==> src/rtl/audptr_pkg.sv <==
package audptr_pkg;
  localparam int NFLAG = 6;
  // flag bit positions
  localparam int F_PTR  = 0;
  localparam int F_WCE  = 1;
  localparam int F_BUS  = 2;
  localparam int F_TMO  = 3;
  localparam int F_ODN  = 4;
  localparam int F_IDN  = 5;
  // register offsets
  localparam logic [2:0] RA_LEN   = 3'd0;
  localparam logic [2:0] RA_INNXT = 3'd1;
  localparam logic [2:0] RA_OUTNXT= 3'd2;
  localparam logic [2:0] RA_MASK  = 3'd3;
  localparam logic [2:0] RA_CLR   = 3'd4;
endpackage

==> src/rtl/audptr_stream.sv <==
module audptr_stream #(
  parameter int ADDR_W = 32,
  parameter int LEN_W  = 8
) (
  input  logic              clk,
  input  logic              rst,
  input  logic              active,
  input  logic              start,
  input  logic              stb,
  input  logic              wide,
  input  logic [LEN_W-1:0]  len,
  input  logic              nxt_we,
  input  logic [ADDR_W-1:0] nxt_wdata,
  output logic [ADDR_W-1:0] cur_o,
  output logic [ADDR_W-1:0] nxt_o,
  output logic              end_o,
  output logic              miss_o
);
  logic [ADDR_W-1:0] cur_q, nxt_q;
  logic [LEN_W-1:0]  cnt_q;
  logic take, last, consume;
  logic [ADDR_W-1:0] step;

  assign take    = active && stb && (cur_q != '0);
  assign last    = take && (cnt_q >= (len - LEN_W'(1)));
  assign consume = start || last;
  assign step    = wide ? ADDR_W'(3) : ADDR_W'(2);

  always_ff @(posedge clk) begin
    if (rst) begin
      cur_q <= '0;
      nxt_q <= '0;
      cnt_q <= '0;
    end else begin
      if (start) begin
        cur_q <= nxt_q;
        cnt_q <= '0;
      end else if (!active) begin
        cnt_q <= '0;
      end else if (last) begin
        cur_q <= nxt_q;
        cnt_q <= '0;
      end else if (take) begin
        cur_q <= cur_q + step;
        cnt_q <= cnt_q + LEN_W'(1);
      end
      if (nxt_we)       nxt_q <= nxt_wdata;
      else if (consume) nxt_q <= '0;
    end
  end

  assign cur_o  = cur_q;
  assign nxt_o  = nxt_q;
  assign end_o  = last;
  assign miss_o = last && (nxt_q == '0);

  a_r5_miss_zeroes: assert property (@(posedge clk) disable iff (rst)
    miss_o |=> cur_q == '0);
  a_r4_next_consumed: assert property (@(posedge clk) disable iff (rst)
    (consume && !nxt_we) |=> nxt_q == '0);
  a_r6_idle_hold: assert property (@(posedge clk) disable iff (rst)
    (!active && !start) |=> $stable(cur_q));
  a_r3_step_size: assert property (@(posedge clk) disable iff (rst)
    (take && !last) |=> ((cur_q - $past(cur_q)) == ADDR_W'(2) || (cur_q - $past(cur_q)) == ADDR_W'(3)));
endmodule

==> src/rtl/audptr_irq.sv <==
module audptr_irq #(
  parameter int N = 6
) (
  input  logic         clk,
  input  logic         rst,
  input  logic [N-1:0] set,
  input  logic         mask_we,
  input  logic [N-1:0] mask_wdata,
  input  logic         clr_we,
  input  logic [N-1:0] clr_wdata,
  output logic [N-1:0] raw_o,
  output logic [N-1:0] mask_o,
  output logic         irq_o
);
  logic [N-1:0] raw_q, mask_q, raw_d, mask_d, clr_v;
  logic irq_q;

  assign clr_v  = clr_we ? clr_wdata : '0;
  assign raw_d  = (raw_q & ~clr_v) | set;
  assign mask_d = mask_we ? mask_wdata : mask_q;

  always_ff @(posedge clk) begin
    if (rst) begin
      raw_q  <= '0;
      mask_q <= '0;
      irq_q  <= 1'b0;
    end else begin
      raw_q  <= raw_d;
      mask_q <= mask_d;
      irq_q  <= |(raw_d & mask_d);
    end
  end

  assign raw_o  = raw_q;
  assign mask_o = mask_q;
  assign irq_o  = irq_q;

  a_r9_irq_follows: assert property (@(posedge clk) disable iff (rst)
    irq_q == |(raw_q & mask_q));

  for (genvar k = 0; k < N; k++) begin : g_bit
    a_r8_w1c: assert property (@(posedge clk) disable iff (rst)
      (clr_we && clr_wdata[k] && !set[k]) |=> !raw_q[k]);
    a_r7_sticky: assert property (@(posedge clk) disable iff (rst)
      (raw_q[k] && !(clr_we && clr_wdata[k])) |=> raw_q[k]);
  end
endmodule

==> src/rtl/audptr_ctrl.sv <==
module audptr_ctrl
  import audptr_pkg::*;
#(
  parameter int ADDR_W = 32,
  parameter int LEN_W  = 8
) (
  input  logic              clk,
  input  logic              rst,
  input  logic              reg_we,
  input  logic [2:0]        reg_addr,
  input  logic [ADDR_W-1:0] reg_wdata,
  input  logic              in_smp_stb,
  input  logic              out_smp_stb,
  input  logic              wide_smp,
  input  logic [2:0]        line_evt,
  output logic [ADDR_W-1:0] in_cur,
  output logic [ADDR_W-1:0] in_nxt,
  output logic [ADDR_W-1:0] out_cur,
  output logic [ADDR_W-1:0] out_nxt,
  output logic [LEN_W-1:0]  dma_len,
  output logic              running,
  output logic [NFLAG-1:0]  raw_flags,
  output logic [NFLAG-1:0]  masked_flags,
  output logic              irq
);
  logic [LEN_W-1:0] len_q;
  logic len_we, start, active, miss_any;
  logic in_end, in_miss, out_end, out_miss;
  logic [NFLAG-1:0] set, mask_q;

  assign len_we   = reg_we && (reg_addr == RA_LEN);
  assign active   = (len_q != '0);
  assign start    = len_we && (reg_wdata[LEN_W-1:0] != '0) && !active;
  assign miss_any = in_miss || out_miss;

  always_ff @(posedge clk) begin
    if (rst)           len_q <= '0;
    else if (miss_any) len_q <= '0;
    else if (len_we)   len_q <= reg_wdata[LEN_W-1:0];
  end

  audptr_stream #(.ADDR_W(ADDR_W), .LEN_W(LEN_W)) u_in (
    .clk(clk), .rst(rst), .active(active), .start(start), .stb(in_smp_stb),
    .wide(wide_smp), .len(len_q),
    .nxt_we(reg_we && (reg_addr == RA_INNXT)), .nxt_wdata(reg_wdata),
    .cur_o(in_cur), .nxt_o(in_nxt), .end_o(in_end), .miss_o(in_miss));

  audptr_stream #(.ADDR_W(ADDR_W), .LEN_W(LEN_W)) u_out (
    .clk(clk), .rst(rst), .active(active), .start(start), .stb(out_smp_stb),
    .wide(wide_smp), .len(len_q),
    .nxt_we(reg_we && (reg_addr == RA_OUTNXT)), .nxt_wdata(reg_wdata),
    .cur_o(out_cur), .nxt_o(out_nxt), .end_o(out_end), .miss_o(out_miss));

  always_comb begin
    set        = '0;
    set[F_PTR] = miss_any;
    set[F_WCE] = line_evt[0];
    set[F_BUS] = line_evt[1];
    set[F_TMO] = line_evt[2];
    set[F_ODN] = out_end;
    set[F_IDN] = in_end;
  end

  audptr_irq #(.N(NFLAG)) u_irq (
    .clk(clk), .rst(rst), .set(set),
    .mask_we(reg_we && (reg_addr == RA_MASK)), .mask_wdata(reg_wdata[NFLAG-1:0]),
    .clr_we(reg_we && (reg_addr == RA_CLR)), .clr_wdata(reg_wdata[NFLAG-1:0]),
    .raw_o(raw_flags), .mask_o(mask_q), .irq_o(irq));

  assign masked_flags = raw_flags & mask_q;
  assign dma_len      = len_q;
  assign running      = active;

  a_r5_stop_on_miss: assert property (@(posedge clk) disable iff (rst)
    miss_any |=> (len_q == '0));
  a_r2_start_loads: assert property (@(posedge clk) disable iff (rst)
    start |=> (len_q != '0));
endmodule

==> config.mk <==
export PLATFORM = sky130hd
export DESIGN_NAME = audptr_ctrl
export DESIGN_NICKNAME = d
export VERILOG_FILES = /design/src/rtl/audptr_pkg.sv /design/src/rtl/audptr_stream.sv /design/src/rtl/audptr_irq.sv /design/src/rtl/audptr_ctrl.sv
export SDC_FILE = /design/constraint.sdc
export NUM_CORES = 1
export LEC_CHECK = 0
export CAP_MARGIN = 20
export CORE_ASPECT_RATIO = 1.25
export CORE_MARGIN = 2
export CORE_UTILIZATION = 51
export DETAILED_ROUTE_END_ITERATION = 8
export GPL_TIMING_DRIVEN = 0
export PLACE_DENSITY_LB_ADDON = 0.15
export SYNTH_ARGS = -nofsm -noshare
export SYNTH_HDL_FRONTEND = slang
export SYNTH_SLANG_ARGS = --single-unit
==> constraint.sdc <==
create_clock -name clk -period 3.5 [get_ports clk]
set_input_delay 0.7 -clock clk [delete_from_list [all_inputs] [get_ports clk]]
set_output_delay 0.7 -clock clk [all_outputs]
set_load 0.01 [all_outputs]
==> flow_metrics.py, run 1 <==
metrics = {
    "final_layout": {
        "fillers": 1429,
        "syn_to_final_growth_pct": 34.2,
        "final_common_cell": "clkdlybuf4s50_1",
        "fin_area_um2": 11600,
        "nets": 1346,
        "final_cell_mix": "193 x clkdlybuf4s50_1, 165 x dfxtp_1, 97 x nand2_1",
        "insertedDiodeCount": 0,
        "drive_gt1_share_pct": 7.72,
    },
    "critical_path": {
        "worstRegToRegCells": 11,
        "slowest_delay_ns": 0.56,
        "required_ns": 3.83,
        "cp_max_fo": 8,
        "end_kind": "register",
        "critPathArrivalTime_ns": 3.79,
        "setup.worst_path.start": "dma_len[2]$_SDFFE_PP0P_",
        "worstReg2RegEnd": "dma_len[7]$_SDFFE_PP0P_",
        "worstPathCellList": "or3_4 > nor3_1 > xnor2_1 > ha_1 > and3_1 > a221oi_2 > buf_4 > o41a_4 > nor2_2 > a211o_1 > nor2_1",
        "slowest_stage": "o41a_4",
        "ff2ff_setup_slack_ns": 0.04,
        "startpoint_type": "register",
        "r2r_start": "dma_len[2]$_SDFFE_PP0P_",
        "criticalPathCategory": "register to register",
    },
    "sta": {
        "worst_slack_ns": 0.0367,
        "hold_violations": 0,
        "slew_viol_final": 0,
        "worst_slew_pin_slew_ns": 1.10,
        "setup_viol": 0,
        "slew_headroom_pct": 25.6,
        "fin_crit_sh_pct": 99.0,
        "period_minus_slack_ns": 3.46,
        "whs_ns": 0.517,
        "timing.fmax_ghz": 0.289,
        "fin_skew_ns": 0.00971,
        "rsz0062_at_grt": "true",
    },
    "die": {
        "fp.dieH_um": 150,
        "num_rows": 53,
        "die_w_um": 121,
        "dieArea_um2": 18100,
        "core_area_um2": 16700,
        "initial_core_util_pct": 51.9,
        "io_pins": 194,
    },
    "placed_design": {
        "io_buffers": 193,
        "post-place-ws_ns": -0.197,
        "globalplace.congestion": 0.983,
        "postPlaceCellArea_um2": 10900,
        "dp.final_hpwl_um": 25300,
    },
    "worst_hold_path": {
        "hold_end": "u_in.nxt_o[27]$_SDFFE_PP0P_",
        "hold_class": "register to register",
        "hp-start": "u_in.nxt_o[27]$_SDFFE_PP0P_",
        "hold_depth": 2,
    },
    "routing": {
        "vias": 10200,
        "via_per_inst": 6.71,
        "wl_per_cell_um": 22.9,
        "routed_wl_um": 34600,
        "drcViolationCount": 0,
        "drt-initial-drc-count": 1649,
        "firstDrtPassIters": 8,
        "ant_nets": 0,
    },
    "logic_synthesis": {
        "avgSynthCellArea_um2": 8.15,
        "async_reset_ff_share_pct": 0,
        "yosysTopAreaCellShare_pct": 38.1,
        "netlist_instances": 1065,
        "synth_edf_count": 0,
        "ys_warn_count": 0,
        "synth_area_leaders": "dfxtp_1 38%, nand3_1 4.9%, nand2_1 4.2%, nor4_1 4.1%, nor2_1 3.9%",
        "synth_ff_type": "dfxtp_1",
        "synth_cell_types": 78,
        "netlist.top_cell.by_area": "dfxtp_1",
        "synth_seq_area_share_pct": 38.1,
        "syn_nets": 1128,
        "synth.cell_area_um2": 8680,
        "ys_ff_latch": 165,
    },
    "cts": {
        "clock-root-buffer": "clkbuf_16",
        "clkTransAtPathRegs_ns": 0.07,
        "cts.sinks": 165,
        "h-tree-depth": 4,
        "clk_latency_ns": 0.44,
        "cts_tree": "done",
        "clock_path_buffers": 2,
        "cts_made_buffers": 17,
        "cts_hold_buf": 0,
    },
    "grt": {
        "gr-total-overflow": 0,
        "antenna_found_initial": 0,
        "grt_usage_pct": 37.5,
        "grt_pass1_wl_um": 52400,
        "grt_pass1_vias": 9312,
        "grt_max_degree": 17,
    },
    "pwr": {
        "p_per_area_nw_per_um2": 394,
        "peakVddDrop_v": 0.000345,
        "cellLeakagePower_uw": 0.00406,
    },
    "flow_run": {
        "cap_viol_max_count": 0,
    },
    "run_status": {
        "status": "finished clean",
    },
}
-- synthesized netlist by cell type, types with 4 or more instances --
master,count
nor4_1,57
mux2i_1,13
o211a_1,4
nor3_1,33
nor4b_1,6
and4_1,4
a2111oi_0,4
nor2_1,91
a22o_1,32
a31oi_1,18
inv_1,19
nand4_1,31
clkbuf_1,44
xor2_1,8
o22ai_1,12
and3_1,22
nand2_1,98
a211oi_1,11
buf_2,19
o221ai_1,8
a211o_1,4
o21ai_0,32
buf_4,6
xnor2_1,14
dfxtp_1,165
or4_1,5
nor2b_1,4
ha_1,19
a21oi_1,64
a22oi_1,15
o21a_1,6
nand3_1,85
or3_1,11
o21ai_1,5
a311oi_1,5
o31ai_1,6
and2_1,15
o211ai_1,7
-- sequential cells by signal, summed over array words and instances (netlist names) --
signal / count
u_out.cur_o: 32
u_irq.raw_o: 6
u_irq.irq_o: 1
u_in.cur_o: 32
u_out.cnt_q: 8
dma_len: 8
u_irq.mask_o: 6
u_out.nxt_o: 32
u_in.cnt_q: 8
u_in.nxt_o: 32
-- area by class of cell --
cell class	instances	area [um^2]	share of cell area, %
inverter	20	75.1	0.645
sequential	165	3300	28.4
tap	220	275	2.36
clock buffer	19	453	3.89
clock inverter	13	170	1.46
buffer	73	347	2.98
timing repair buffer	199	1980	17.0
multi-input combinational	807	5040	43.3
-- worst max-delay path, delay by kind of cell (launching register included) --
family / cells / cell delay [ns]
buffers and inverters: 1 / 0.16
AND/OR/NAND/NOR: 5 / 1.33
XOR/XNOR: 1 / 0.13
flip-flops: 1 / 0.38
AO/OA/AOI/OAI: 3 / 1.01
adder cells (fa/ha/maj): 1 / 0.32
-- how the worst max path moves through the flow --
stage,end,cells past startpoint
2_1_floorplan,u_irq.irq_o$_SDFF_PP0_,10
3_3_place_gp,u_in.cur_o[30]$_SDFFE_PP0P_,11
3_5_place_dp,u_in.cur_o[30]$_SDFFE_PP0P_,11
4_1_cts,u_in.cur_o[23]$_SDFFE_PP0P_,11
5_1_grt,u_in.cur_o[26]$_SDFFE_PP0P_,12
6_report,dma_len[7]$_SDFFE_PP0P_,11
-- power breakdown --
| group | total, uW | leakage, uW | switching, uW | internal [uW] |
|---|---|---|---|---|
| Clock | 2010 | 0.000297 | 842 | 1170 |
| Sequential | 1980 | 0.00133 | 60.4 | 1920 |
| Combinational | 598 | 0.00243 | 359 | 240 |
-- metrics by stage --
stage | total power [uW] | setup TNS, ns | utilization, % | cells
2_1_floorplan | 2300 | 0 | - | 1065
3_3_place_gp | 2580 | -1.94 | 65.1 | 1478
3_5_place_dp | 2580 | -3.82 | 65.1 | 1478
4_1_cts | 4540 | 0 | 69.0 | 1510
5_1_grt | 4690 | -0.804 | 69.7 | 1516
6_report | 4590 | 0 | 69.7 | 1516
-- repair_timing --
| item | 4_1_cts | 5_1_grt |
|---|---|---|
| buffers inserted | 0 | 6 |
| resized for setup | 7 | 24 |
| endpoints found under the setup margin | 85 | 147 |
| pin swaps | 0 | 3 |
| cloned | 0 | 0 |
-- routing by layer --
layer	vias up	part of all wire, %	track usage, %
met3	160	10	7.36
li1	4482	-	-
met2	743	47	60.5
met1	4788	37	46.7
met4	0	5.8	21.4
met5	-	0	0
-- cell families after synthesis --
logic type / synth area share, %
xor+xnor: 2.22
buf+inv: 4.64
compound gates: 22.4
mux: 1.63
flops: 38.1
simple gates: 28.2
fa+ha+maj: 2.87
(Power assumes the default switching activity.)
==> run 2, diff against run 1 <==
--- a/config.mk
+++ b/config.mk
@@ -6,11 +6,14 @@
 export NUM_CORES = 1
 export LEC_CHECK = 0
 export CAP_MARGIN = 20
+export CELL_PAD_IN_SITES_DETAIL_PLACEMENT = 1
+export CELL_PAD_IN_SITES_GLOBAL_PLACEMENT = 2
 export CORE_ASPECT_RATIO = 1.25
 export CORE_MARGIN = 2
-export CORE_UTILIZATION = 51
+export CORE_UTILIZATION = 29
 export DETAILED_ROUTE_END_ITERATION = 8
 export GPL_TIMING_DRIVEN = 0
+export HOLD_SLACK_MARGIN = 0.05
 export PLACE_DENSITY_LB_ADDON = 0.15
 export SYNTH_ARGS = -nofsm -noshare
 export SYNTH_HDL_FRONTEND = slang
==> constraint.sdc (replaced) <==
create_clock -name clk -period 3.5 [get_ports clk]
set_input_delay 0.7 -clock clk [delete_from_list [all_inputs] [get_ports clk]]
set_output_delay 0.7 -clock clk [all_outputs]
set_load 0.1 [all_outputs]
==> run 2 against run 1 <==
Combinational power grew 48%. Via count is 4.8% lower. Sequential power about the same. Cell count up 12%. Clock-buffer cell count rose by 2. Flip-flop and latch count did not move. Total power increased by 5.3%. Hold slack worse by 0.010 ns. Critical endpoint is now u_out.nxt_o[1]$_SDFFE_PP0P_. Largest cell class unchanged.
==> flow_metrics.py, run 2 (same netlist as run 1, synthesis figures left out) <==
metrics = {
    "die": {
        "fp.dieH_um": 197,
        "num_rows": 70,
        "initial_core_util_pct": 29.6,
        "core_area_um2": 29300,
        "die_w_um": 159,
        "dieArea_um2": 31300,
        "io_pins": 194,
    },
    "pwr": {
        "peakVddDrop_v": 0.000259,
        "p_per_area_nw_per_um2": 405,
        "p_sw_share_pct": 32.4,
        "p_seq_share_pct": 41.0,
        "clock_power_share_pct": 40.7,
        "p_comb_share_pct": 18.3,
        "p_sw_uw": 1570,
        "cellLeakagePower_uw": 0.00409,
        "p_int_uw": 3260,
    },
    "grt": {
        "grt_pass1_wl_um": 62700,
        "gr-total-overflow": 0,
        "grt_usage_pct": 26.3,
        "antenna_found_initial": 0,
        "grt_max_degree": 17,
        "grt_pass1_vias": 9879,
    },
    "final_layout": {
        "final_cell_mix": "192 x clkdlybuf4s50_1, 161 x dfxtp_1, 97 x nand2_1",
        "drive_gt1_share_pct": 8.55,
        "fin_util_pct": 40.6,
        "fillers": 3487,
        "insertedDiodeCount": 0,
        "final-instance-count-excl-fill": 1695,
        "fin_area_um2": 11900,
        "syn_to_final_growth_pct": 37.3,
        "final_common_cell": "clkdlybuf4s50_1",
        "nets": 1349,
    },
    "routing": {
        "firstDrtPassIters": 5,
        "vias": 9689,
        "ant_nets": 0,
        "wl_per_cell_um": 24.6,
        "drt-initial-drc-count": 574,
        "drcViolationCount": 0,
        "via_per_inst": 5.72,
        "routed_wl_um": 41700,
    },
    "placed_design": {
        "postPlaceCellArea_um2": 11100,
        "dp.final_hpwl_um": 31700,
        "globalplace.congestion": 0.851,
        "io_buffers": 193,
        "dp.cells": 1655,
        "post-place-ws_ns": -0.519,
    },
    "cts": {
        "cts_tree": "done",
        "cts_hold_buf": 0,
        "clk_latency_ns": 0.45,
        "clock_path_buffers": 2,
        "h-tree-depth": 4,
        "cts.sinks": 165,
        "clock-root-buffer": "clkbuf_16",
        "clkTransAtPathRegs_ns": 0.07,
        "cts_made_buffers": 17,
    },
    "critical_path": {
        "critPathArrivalTime_ns": 3.77,
        "required_ns": 3.83,
        "end_kind": "register",
        "cp_max_fo": 10,
        "startpoint_type": "register",
        "worstPathCellList": "or3_4 > nor3_1 > xnor2_1 > ha_1 > nand2_1 > o31ai_1 > maj3_2 > a211oi_4 > buf_4 > o211a_4 > buf_4 > a22o_1",
        "r2r_start": "dma_len[2]$_SDFFE_PP0P_",
        "criticalPathCategory": "register to register",
        "slowest_stage": "o31ai_1",
        "path_common_cell": "buf_4",
        "slowest_delay_ns": 0.49,
        "ff2ff_setup_slack_ns": 0.06,
        "worstRegToRegCells": 12,
        "worstReg2RegEnd": "u_out.nxt_o[1]$_SDFFE_PP0P_",
    },
    "sta": {
        "slew_viol_final": 0,
        "hold_violations": 0,
        "fin_skew_ns": 0.0132,
        "setup_viol": 0,
        "period_minus_slack_ns": 3.44,
        "worst_slew_pin_slew_ns": 1.01,
        "rsz0062_at_grt": "true",
        "whs_ns": 0.506,
        "slew_headroom_pct": 32.6,
        "worst_slack_ns": 0.0578,
        "timing.fmax_ghz": 0.291,
        "fin_crit_sh_pct": 98.3,
    },
    "worst_hold_path": {
        "hold_end": "u_in.nxt_o[27]$_SDFFE_PP0P_",
        "hold_class": "register to register",
        "hold_depth": 2,
        "hp-start": "u_in.nxt_o[27]$_SDFFE_PP0P_",
    },
    "run_status": {
        "status": "finished clean",
    },
    "flow_run": {
        "cap_viol_max_count": 0,
    },
}
[run 2: changes by cell type in the layout (fill, tap and decap cells not counted), moves of 2 or more]
cell | before | now
a2111oi_1 | 4 | 2
inv_6 | 3 | 0
dfxtp_1 | 165 | 161
clkbuf_4 | 4 | 6
a2111oi_0 | 1 | 3
buf_4 | 12 | 16
nor4b_2 | 0 | 2
dfxtp_2 | 0 | 4
buf_2 | 16 | 14
nor4b_1 | 6 | 4
[run 2: layer usage]
metal / global-route usage, % / up-vias / wire length, um
met5: 0 / - / 0
met3: 3.95 / 73 / 1910
met2: 47.4 / 307 / 21100
met1: 31.6 / 4815 / 17600
met4: 9.89 / 0 / 1150
li1: - / 4494 / -
[run 2: metrics by stage]
stage	total power [uW]	TNS, ns
floorplan	2560	0
global placement	2890	-17.53
detailed placement	2890	-23.69
CTS	4860	-0.0465
global route	4970	-1.96
finish	4830	0
[run 2: final cells by class]
| cell class | instances | area (um^2) | share of cell area, % |
|---|---|---|---|
| clock inverters | 11 | 126 | 1.06 |
| repair buffers | 202 | 2000 | 16.8 |
| inverters | 20 | 75.1 | 0.630 |
| flip-flops and latches | 165 | 3310 | 27.8 |
| well taps | 396 | 495 | 4.16 |
| multi-input cells | 807 | 5080 | 42.7 |
| plain buffers | 73 | 359 | 3.01 |
| clock buffers | 21 | 470 | 3.95 |
[run 2: timing repair]
action	in CTS	in global routing
gates resized for setup	18	26
endpoints found under the hold margin	0	0
buffers inserted	5	3
setup endpoints to repair	133	132
pin swaps	2	3
[run 2: power groups by stage]
| stage | logic [uW] | registers (uW) | clock network (uW) |
|---|---|---|---|
| after floorplan | 295 | 2270 | 0 |
| after global routing | 927 | 1980 | 2060 |
| after global placement | 866 | 2020 | 0 |
| final | 886 | 1980 | 1960 |
| after detailed placement | 873 | 2020 | 0 |
| after CTS | 882 | 1980 | 2000 |
[run 2: worst max-delay path by stage]
stage                                  from                           end  cells past startpoint  slack [ns]
floorplan           dma_len[4]$_SDFFE_PP0P_    u_in.cur_o[5]$_SDFFE_PP0P_                     12        0.01
global placement               reg_wdata[2]   u_in.cur_o[31]$_SDFFE_PP0P_                      8       -0.53
detailed placement             reg_wdata[2]   u_in.cur_o[31]$_SDFFE_PP0P_                      8       -0.52
CTS                 dma_len[2]$_SDFFE_PP0P_   u_in.nxt_o[28]$_SDFFE_PP0P_                     12       -0.03
global route        dma_len[0]$_SDFFE_PP0P_  u_out.nxt_o[25]$_SDFFE_PP0P_                     13       -0.08
finish              dma_len[2]$_SDFFE_PP0P_   u_out.nxt_o[1]$_SDFFE_PP0P_                     12        0.06
[run 2: critical path, delay by kind of cell (launching register included)]
kind	cells	cell delay (ns)
AO/OA/AOI/OAI	4	1.06
AND/OR/NAND/NOR	3	0.67
buffers and inverters	2	0.36
XOR/XNOR	1	0.15
flip-flops	1	0.35
adder cells (fa/ha/maj)	2	0.74
==> run 3, diff against run 2 <==
==> constraint.sdc (replaced) <==
create_clock -name clk -period 3.5 [get_ports clk]
set_input_delay 0.875 -clock clk [delete_from_list [all_inputs] [get_ports clk]]
set_output_delay 0.875 -clock clk [all_outputs]
set_load 0.1 [all_outputs]
==> run 3 against run 2 <==
First-iteration DRC count increased by 1.9%. Setup slack better by 0.024 ns. Critical path depth unchanged. Design area grew 0.15%. Critical path type unchanged.
==> flow_metrics.py, run 3 (same netlist as run 1, synthesis figures left out) <==
metrics = {
    "run_status": {
        "status": "finished clean",
    },
    "flow_run": {
        "cap_viol_max_count": 0,
    },
    "sta": {
        "slew_headroom_pct": 32.6,
        "worst_slew_pin_slew_ns": 1.01,
        "fin_crit_sh_pct": 97.7,
        "period_minus_slack_ns": 3.42,
        "slew_viol_final": 0,
        "hold_violations": 0,
        "setup_tns_ns": 0,
        "rsz0062_at_grt": "true",
        "fin_skew_ns": 0.0151,
        "setup_viol": 0,
        "timing.fmax_ghz": 0.293,
    },
    "cts": {
        "clock-root-buffer": "clkbuf_16",
        "h-tree-depth": 4,
        "clk_latency_ns": 0.45,
        "clock_path_buffers": 2,
        "cts_hold_buf": 0,
        "cts_tree": "done",
        "clkTransAtPathRegs_ns": 0.07,
        "cts.sinks": 165,
        "cts_made_buffers": 17,
    },
    "critical_path": {
        "worstPathCellList": "or3_4 > nor3_1 > xnor2_1 > ha_1 > nand2_1 > o31ai_1 > maj3_2 > a211oi_4 > buf_4 > o211a_4 > buf_4 > a22o_1",
        "end_kind": "register",
        "cp_top_family": "compound AO/OA/AOI/OAI gates",
        "startpoint_type": "register",
        "cp_max_fo": 10,
        "path_common_cell": "buf_4",
        "required_ns": 3.83,
        "criticalPathCategory": "register to register",
        "critPathArrivalTime_ns": 3.75,
        "path_buf_inv": 2,
        "slowest_stage": "o31ai_1",
        "slowest_delay_ns": 0.47,
    },
    "final_layout": {
        "fillers": 3486,
        "fin_util_pct": 40.7,
        "insertedDiodeCount": 0,
        "seq_area_um2": 3310,
        "final_common_cell": "clkdlybuf4s50_1",
        "fin_area_um2": 11900,
        "syn_to_final_growth_pct": 37.5,
        "nets": 1350,
        "drive_gt1_share_pct": 8.85,
        "final_cell_mix": "191 x clkdlybuf4s50_1, 161 x dfxtp_1, 97 x nand2_1",
        "multi_input_area_um2": 5090,
    },
    "placed_design": {
        "dp.final_hpwl_um": 31700,
        "globalplace.congestion": 0.851,
        "io_buffers": 193,
        "postPlaceCellArea_um2": 11100,
    },
    "routing": {
        "via_per_inst": 5.74,
        "top_layer_used": "met4",
        "ant_nets": 0,
        "firstDrtPassIters": 5,
        "drt-initial-drc-count": 585,
        "drcViolationCount": 0,
        "routed_wl_um": 41600,
        "wl_met2_um": 21100,
        "wl_met1_um": 17700,
        "wl_per_cell_um": 24.5,
        "vias": 9728,
        "wl_met3_um": 1840,
    },
    "die": {
        "dieArea_um2": 31300,
        "core_area_um2": 29300,
        "num_rows": 70,
        "die_w_um": 159,
        "io_pins": 194,
        "initial_core_util_pct": 29.6,
        "fp.dieH_um": 197,
    },
    "pwr": {
        "p_per_area_nw_per_um2": 405,
        "cellLeakagePower_uw": 0.00412,
        "peakVddDrop_v": 0.000259,
    },
    "grt": {
        "antenna_found_initial": 0,
        "grt_pass1_vias": 9891,
        "gr-total-overflow": 0,
        "grt_max_degree": 17,
        "grt_usage_pct": 26.3,
        "grt_pass1_wl_um": 62700,
    },
    "worst_hold_path": {
        "hold_class": "register to register",
    },
}
-- run 3: through the flow --
| stage | hold WS, ns | total power [uW] | setup WS (ns) | cells |
|---|---|---|---|---|
| finish | 0.506 | 4830 | 0.0819 | 1696 |
| global route | 0.533 | 4970 | -0.0797 | 1696 |
| CTS | 0.510 | 4860 | -0.00734 | 1691 |
| detailed placement | 0.499 | 2890 | -0.694 | 1655 |
| global placement | 0.496 | 2890 | -0.702 | 1654 |
| floorplan | 0.470 | 2560 | 0.0130 | 1065 |
-- run 3: metal layers --
layer / track usage (%) / vias up
met3: 3.91 / 72
met4: 9.55 / 0
met1: 31.6 / 4857
li1: - / 4497
met2: 47.5 / 302
met5: 0 / -
-- run 3: power breakdown --
part / internal, uW / total (uW) / switching [uW] / leakage, uW
Clock: 1110 / 1960 / 852 / 0.000281
Sequential: 1920 / 1980 / 62.4 / 0.00134
Combinational: 239 / 886 / 648 / 0.00250
-- run 3: timing repair --
item	in CTS	in global routing
setup buffers	4	5
pin swaps	2	3
resized for setup	26	25
setup endpoints to repair	133	124
-- run 3: area by class of cell --
class / instances / share of cell area (%)
inverter: 20 / 0.629
timing repair buffer: 203 / 16.8
multi-input combinational: 807 / 42.7
sequential: 165 / 27.7
tap: 396 / 4.15
clock inverter: 11 / 1.06
buffer: 73 / 3.02
clock buffer: 21 / 3.94
-- run 3: worst reg2reg max path: cells and delay by family (launching register included) --
kind	cells	cell delay, ns
AOI/OAI and AO/OA	4	1.04
adders and majority gates	2	0.73
and+or+nand+nor	3	0.68
buffers and inverters	2	0.36
DFF	1	0.35
xor gates and xnor gates	1	0.15
-- run 3: path summary, 6_finish.rpt --
kind | startpoint | endpoint | slack (ns) | depth (start not counted)
setup reg to reg | dma_len[2]$_SDFFE_PP0P_ | u_out.nxt_o[1]$_SDFFE_PP0P_ | 0.08 | 12
setup / recovery | dma_len[2]$_SDFFE_PP0P_ | u_out.nxt_o[1]$_SDFFE_PP0P_ | 0.08 | 12
hold / removal | u_in.nxt_o[27]$_SDFFE_PP0P_ | u_in.nxt_o[27]$_SDFFE_PP0P_ | 0.51 | 2
hold reg to reg | u_in.nxt_o[27]$_SDFFE_PP0P_ | u_in.nxt_o[27]$_SDFFE_PP0P_ | 0.51 | 2
